### src/rtl/burst_outbuf_pkg.sv
package burst_outbuf_pkg;

  // Strobes from control to datapath, one set per clock
  typedef struct packed {
    logic push;  // store the incoming entry at the write pointer
    logic pop;   // retire the head entry
  } bufStrobe_t;

endpackage

### src/rtl/burst_outbuf_data.sv
module burst_outbuf_data
  import burst_outbuf_pkg::*;
#(
  parameter int SAMPLE_W = 32,
  parameter int LANES    = 3,
  parameter int DEPTH    = 16,
  parameter int LEN_W    = 11
) (
  input  logic                      clk,
  input  logic                      rst_n,
  input  bufStrobe_t                strobe,
  input  logic [LANES*SAMPLE_W-1:0] wrSamples,
  input  logic [LEN_W-1:0]          wrLen,
  output logic [LANES*SAMPLE_W-1:0] headSamples,
  output logic [LEN_W-1:0]          headLen
);
  localparam int DATA_W = LANES * SAMPLE_W;
  localparam int ADDR_W = (DEPTH > 1) ? $clog2(DEPTH) : 1;
  localparam bit POW2   = ((1 << ADDR_W) == DEPTH);

  typedef struct packed {
    logic [LEN_W-1:0]  len;
    logic [DATA_W-1:0] samples;
  } entry_t;

  entry_t              store [DEPTH];
  logic [ADDR_W-1:0]   wrPtr, rdPtr;
  logic [ADDR_W-1:0]   wrNext, rdNext;

  // Pointer wrap: free for power-of-two depths, compared otherwise
  generate
    if (POW2) begin : g_wrapFree
      assign wrNext = wrPtr + ADDR_W'(1);
      assign rdNext = rdPtr + ADDR_W'(1);
    end else begin : g_wrapCmp
      assign wrNext = (wrPtr == ADDR_W'(DEPTH - 1)) ? '0 : wrPtr + ADDR_W'(1);
      assign rdNext = (rdPtr == ADDR_W'(DEPTH - 1)) ? '0 : rdPtr + ADDR_W'(1);
    end
  endgenerate

  always_ff @(posedge clk or negedge rst_n) begin
    if (!rst_n) begin
      wrPtr <= '0;
      rdPtr <= '0;
    end else begin
      if (strobe.push) wrPtr <= wrNext;
      if (strobe.pop)  rdPtr <= rdNext;
    end
  end

  always_ff @(posedge clk) begin
    if (strobe.push) store[wrPtr] <= '{len: wrLen, samples: wrSamples};
  end

  assign headSamples = store[rdPtr].samples;
  assign headLen     = store[rdPtr].len;

endmodule

### src/rtl/burst_outbuf_ctrl.sv
module burst_outbuf_ctrl
  import burst_outbuf_pkg::*;
#(
  parameter int DEPTH = 16,
  parameter int LEN_W = 11
) (
  input  logic             clk,
  input  logic             rst_n,
  input  logic             inValid,
  input  logic             outReady,
  input  logic [LEN_W-1:0] headLen,
  output bufStrobe_t       strobe,
  output logic             outValid,
  output logic             outSop,
  output logic             outEop,
  output logic             overflow,
  output logic             bufFull
);
  localparam int CNT_W = $clog2(DEPTH + 1);

  logic [CNT_W-1:0] fill;
  logic [LEN_W-1:0] pos;   // index of the head entry inside its block

  assign bufFull     = (fill == CNT_W'(DEPTH));
  assign outValid    = (fill != '0);
  assign strobe.push = inValid && !bufFull;
  assign strobe.pop  = outValid && outReady;

  assign outSop = outValid && (pos == '0);
  assign outEop = outValid && (pos == headLen - LEN_W'(1));

  always_ff @(posedge clk or negedge rst_n) begin
    if (!rst_n) begin
      fill     <= '0;
      pos      <= '0;
      overflow <= 1'b0;
    end else begin
      unique case ({strobe.push, strobe.pop})
        2'b10:   fill <= fill + CNT_W'(1);
        2'b01:   fill <= fill - CNT_W'(1);
        default: fill <= fill;
      endcase
      if (strobe.pop) pos <= outEop ? '0 : pos + LEN_W'(1);
      if (inValid && bufFull) overflow <= 1'b1;
    end
  end

endmodule

### src/rtl/burst_outbuf.sv
module burst_outbuf
  import burst_outbuf_pkg::*;
#(
  parameter int SAMPLE_W = 32,
  parameter int LANES    = 3,
  parameter int DEPTH    = 16,
  parameter int LEN_W    = 11
) (
  input  logic                      clk,
  input  logic                      rst_n,
  input  logic                      inValid,
  input  logic [LANES*SAMPLE_W-1:0] inSamples,
  input  logic [LEN_W-1:0]          inLaneLen,
  input  logic                      outReady,
  output logic                      outValid,
  output logic [LANES*SAMPLE_W-1:0] outSamples,
  output logic                      outSop,
  output logic                      outEop,
  output logic                      overflow
);
  bufStrobe_t       strobe;
  logic [LEN_W-1:0] headLen;
  logic             bufFull;

  burst_outbuf_ctrl #(.DEPTH(DEPTH), .LEN_W(LEN_W)) u_ctrl (
    .clk(clk), .rst_n(rst_n), .inValid(inValid), .outReady(outReady),
    .headLen(headLen), .strobe(strobe), .outValid(outValid),
    .outSop(outSop), .outEop(outEop), .overflow(overflow), .bufFull(bufFull)
  );

  burst_outbuf_data #(.SAMPLE_W(SAMPLE_W), .LANES(LANES), .DEPTH(DEPTH),
                      .LEN_W(LEN_W)) u_data (
    .clk(clk), .rst_n(rst_n), .strobe(strobe), .wrSamples(inSamples),
    .wrLen(inLaneLen), .headSamples(outSamples), .headLen(headLen)
  );

endmodule

### config.mk
export PLATFORM = sky130hd
export DESIGN_NAME = burst_outbuf
export DESIGN_NICKNAME = d
export VERILOG_FILES = /design/src/rtl/burst_outbuf_pkg.sv /design/src/rtl/burst_outbuf_data.sv /design/src/rtl/burst_outbuf_ctrl.sv /design/src/rtl/burst_outbuf.sv
export SDC_FILE = /design/constraint.sdc
export NUM_CORES = 2
export LEC_CHECK = 0
export BUFFER_PORTS_ARGS = -buffer_cell sky130_fd_sc_hd__buf_4
export CAP_MARGIN = 15
export CORE_ASPECT_RATIO = 1.2
export CORE_UTILIZATION = 41
export DETAILED_ROUTE_END_ITERATION = 16
export PLACE_DENSITY = 0.61
export SETUP_SLACK_MARGIN = 0.3
export SYNTH_ARGS = -nofsm -noshare
export SYNTH_HDL_FRONTEND = slang
export SYNTH_SLANG_ARGS = --single-unit
### constraint.sdc
create_clock -name clk -period 20.9 [get_ports clk]
set_input_delay 3.135 -clock clk [delete_from_list [all_inputs] [get_ports clk]]
set_output_delay 3.135 -clock clk [all_outputs]
set_load 0.01 [all_outputs]
**Yosys cells after proc, flatten, opt, wreduce, memory -nomap -nowiden**

Memories as Yosys holds them, arrays and structs flattened.
Index checks and enable logic that the tools add are counted.

- Add/subtract/negate cells: 6
- Multiply operators: 0
- Div/mod/pow operators: 0
- Magnitude comparators: 0
- Equal/unequal tests: 4
- Shifts and indexed selects: 0
- Multiplexer cells: 4
- Bitwise gates (word level): 0
- Reduce and logical (&&, ||, !) cells: 9

Operators by type and width:

| operator | count |
|---|---|
| $add 11x1->11 const B | 1 |
| $eq 11x11->1 | 1 |
| $logic_not 11->1 | 1 |
| $mux 11 | 1 |
| $sub 11x1->11 const B | 1 |
| $pmux 5 s2 | 1 |
| $add 4x1->4 const B | 2 |
| $add 5x1->5 const B | 1 |
| $eq 5x5->1 const B | 1 |
| $logic_and 1x1->1 | 5 |
| $reduce_bool 5->1 | 1 |
| $sub 5x1->5 const B | 1 |
| $eq 2x1->1 const B | 1 |
| $eq 2x2->1 const B | 1 |
| $mux 1 | 2 |
| $reduce_bool 2->1 | 1 |
| $logic_not 1->1 | 1 |

- Register bits after elaboration: 25
- Bits in latches: 0
- RAM bits: 1712
- Memory bits (read-only): 0
- Word-level logic and storage cells: 29
- Memories: 1

Memory list:

| name | depth | width | rd ports | clocked after memory_dff | wr ports | line | RTL |
|---|---|---|---|---|---|---|---|
| u_data.store | 16 | 107 | 1 | 0 | 1 | burst_outbuf_data.sv:26 | `entry_t store [DEPTH];` |

**Logic depth before layout (Yosys ltp)**

- Depth in word-level cells: 5
- Mapped depth: 15
- Mapped depth without buffers: 14

**Modules after synthesis**

A second synthesis with hierarchy kept.

- Cells, all modules: 2815
- Area, all modules: 65622.9 um^2

Modules (own cells, without submodules):

| module | instances | cells each | area each (um^2) | seq. area each (um^2) |
|---|---|---|---|---|
| burst_outbuf_data | 1 | 2664 | 64300.4 | 51609.5 |
| burst_outbuf_ctrl | 1 | 151 | 1322.5 | 425.4 |

**Least setup slack after synthesis**

Ideal clock, no wire load.

- Path kind: input port to flip-flop
- Start: in inValid
- End: mem u_data.store[3][0] (netlist bit) (enable)
- Arrival: 11.043 ns
- Slack: 9.154 ns
- Stages on the path: 3
- Buffers on the path: 0
- Path through: a21boi_1 nand2_1 nor3_1

- Longest elaborated chain between the ends: 3

RTL lines:

| what | line | RTL |
|---|---|---|
| from (decl) | burst_outbuf.sv:11 | `input logic inValid,` |
| $logic_and 1x1->1 | burst_outbuf_ctrl.sv:26 | `assign strobe.push = inValid && !bufFull;` |
| $mux 1 | burst_outbuf_data.sv:52 | `if (strobe.push) store[wrPtr] <= '{len: wrLen, samples: wrSamples};` |
| $mux 1 (implied by the code) | burst_outbuf_data.sv:52 |  |
| to (decl) | burst_outbuf_data.sv:26 |  |

Every way passes these cells.

**Final worst setup path**

- Start: reg u_data.rdPtr[0]
- End: out outEop

- Longest elaborated chain between the ends: 4

RTL lines:

| what | line | RTL |
|---|---|---|
| from (decl) | burst_outbuf_data.sv:27 | `logic [ADDR_W-1:0] wrPtr, rdPtr;` |
| from (signal assigned) | burst_outbuf_data.sv:47 | `if (strobe.pop) rdPtr <= rdNext;` |
| $mem_v2 16x107 | n/a |  |
| $sub 11x1->11 | burst_outbuf_ctrl.sv:30 | `assign outEop = outValid && (pos == headLen - LEN_W'(1));` |
| $eq 11x11->1 | burst_outbuf_ctrl.sv:30 |  |
| $logic_and 1x1->1 | burst_outbuf_ctrl.sv:30 |  |
| to (decl) | burst_outbuf.sv:18 | `output logic outEop,` |

Every way passes these cells.

==> metrics <==
Ys Warns 0; Setup crit start kind register; core area between 0.15 and 0.2 mm^2; run status finished clean; commonest non-fill, non-tap cells in the layout edfxtp_1 (1712), mux4_2 (518), buf_4 (261); dpl ws between 10 and 15 ns; # port buffers between 200 and 250; final hold violations 0; Reg power frac 0.411; post-synth top area share 0.7798; hold buffers post-CTS 0; Slew Limit Fails 0; Max Cap Violations 0; total gr overflow 0; Tightest Pin Transition between 1 and 1.5 ns; Clk pin slew, worst setup/hold paths approximately 0.060 ns; initial antenna violation count 16; DRT antenna net count 0; synth top area cells edfxtp_1 (78%), mux4_2 (18%), dfrtp_1 (0.95%); Crit Path Category register to primary output; predominant post-synthesis flop cell edfxtp_1; area leader, netlist edfxtp_1; worst setup path startpoint u_data.rdPtr[0]; CTS Buffer Depth 3; filler instances between 10000 and 15000; Comb pwr share 0.297; Worst Path Max Fanout between 50 and 60; mapped cell area 0.06593 mm^2; setup repair bufs after CTS 0; Layout Skew approximately 0.023 ns; VDD IR-drop max roughly 110 uV; Die ar. about 0.16 mm^2; CTS tree built; Syn-to-layout area delta 15.14%; Synth Net Count between 2000 and 3000; # rows 160; 1st-pass router iterations 7; H-Tree Depth 4; Internal 7.501 mW; placed cells approximately 4900; Max-slew headroom 0.2294; Non-Filler Instances around 5200; CTS resizes 0; routed wire length 151600 um; Min-Delay Path Class register to register; DRT iter0 DRCs between 2000 and 3000; most common cell after layout, fill and taps aside edfxtp_1; Worst R2R Start u_data.rdPtr[0]; syn avg cell area ~25 um^2; Peak Freq a little over 100 MHz; total power about 11 mW; RSZ-0062 raised after global routing false; GRT Total Usage 0.1887; Ports approximately 210; Unique masters post-synth 54; vias in the first global route around 31000; minimum clock period slightly below 10 ns; setup TNS 0 ns; share of cells above drive strength 1 0.3466; drt via density approximately 5.6; Initial Util 0.4148; Layout Nets 3051; Die X 368.1 um; Net Sw Frac 0.2857; number of synthesized flops with an enable pin ~1700; Die Y roughly 440 um; Net Sw Power between 2 and 3 mW; async set-or-reset flop fraction in the synthesized netlist 0.01439; first-pass GRT wire length between 200000 and 250000 um; CP Capture Type primary output; Placer Congestion between 0.7 and 0.8; WP data required ~18 ns; largest net degree at the start of global routing a little over 100; leakage about 24 nW; fin worst setup slack about 11 ns; hold_sp u_ctrl.overflow; Num Clock Sinks 1737; period utilization 0.4707; clock buffer count from CTS between 150 and 200; WL per Instance between 20 and 30 um; Final Setup Violations 0; Seq/Total Area, Yosys 0.7893; placed wire-length estimate between 70000 and 80000 um; Synth Instances about 2600; routed via count 29120; DRC 0; Clk pwr share 0.292; clk_lat worst skew 0.80 ns; Worst EP arrival approximately 6.7 ns; Seq cells post-synth approximately 1700; clk root buf clkbuf_16; PwrDens ~140 mW/mm^2
-- worst max-delay path, stage by stage (launching register included) --
cell and delay, ns:
dfrtp_4 0.90, buf_4 0.85, buf_4 0.92, mux4_2 0.62
a22o_1 0.25, a221oi_2 0.28, ha_1 0.30, nand4bb_1 0.17
xnor3_1 0.39, nor4_1 0.33, and3_1 0.23, o211a_1 0.30
buf_4 0.18
-- sequential cells by signal (all words and copies together) (netlist names) --
| signal | count |
|---|---|
| u_ctrl.pos | 11 |
| u_data.wrPtr | 4 |
| u_data.rdPtr | 4 |
| u_ctrl.fill | 5 |
| u_data.store | 1712 |
| u_ctrl.overflow | 1 |
-- final timing paths --
path	to	slack [ns]	depth (start not counted)
min in group asynchronous	u_ctrl.overflow	2.26	1
min reg2reg	u_ctrl.overflow	0.49	1
min	u_ctrl.overflow	0.49	1
max	outEop	11.06	12
max in group asynchronous	u_data.rdPtr[2]	18.30	1
max reg2reg	u_ctrl.pos[1]	14.67	12
-- per-stage QoR --
step,cell area [um^2],hold slack [ns],util
detailed placement,70300,0.4829,0.4423
global placement,70270,0.4744,0.4421
CTS,75900,0.4958,0.4775
global route,75900,0.5241,0.4775
floorplan,65930,0.4791,-
finish,75910,0.4874,0.4776
-- layout make-up --
cell class	instances	area [um^2]	share of cell area
diodes	3	7.507	0.00009889
flip-flops and latches	1737	52050	0.6856
clock inverters	91	945.9	0.01246
multi-input cells	735	13440	0.1770
clock buffers	218	4654	0.06131
inverters	13	56.30	0.0007417
repair buffers	270	2131	0.02807
well taps	2106	2635	0.03471
-- Yosys cell counts, types with 3 or more instances --
cell and number:
and3_1 7, nand2b_1 3, ha_1 12, nand3_1 3
nor3_1 6, a22o_1 6, a211oi_1 3, nor4_1 5
inv_1 13, and2_1 4, mux2_2 3, mux4_2 518
xnor2_1 18, buf_6 5, a21o_1 3, mux2i_1 22
a221oi_1 7, buf_2 6, nand4_1 10, o21ai_0 6
xor2_1 16, edfxtp_1 1712, nand2_1 18, nor2b_1 6
buf_1 39, dfrtp_1 25, a21oi_1 3, clkbuf_1 76
nor2_1 30
-- per-layer routing --
metal | global-route usage | share of wire | vias up
li1 | - | - | 12000
met1 | 0.2522 | 0.41 | 16050
met2 | 0.3079 | 0.50 | 807
met3 | 0.05206 | 0.070 | 230
met4 | 0.04578 | 0.018 | 28
met5 | 0 | 0.0011 | -
-- cell families after synthesis --
family,after synthesis,synth area share
XOR/XNOR,35,0.004858
adder cells (fa/ha/maj),13,0.002581
multiplexers,543,0.1808
flip-flops,1737,0.7893
AO/OA/AOI/OAI,42,0.005618
AND/OR/NAND/NOR,102,0.008066
buffers and inverters,141,0.008825
-- power by group through the flow --
stage	clock network (mW)	logic, mW	registers, mW
floorplan	0	2.10	4.38
global placement	0	3.16	4.37
detailed placement	0	3.20	4.39
CTS	3.13	3.21	4.32
global route	3.26	3.34	4.34
finish	3.07	3.11	4.32
Note: power is estimated with default switching activity, not from simulation.
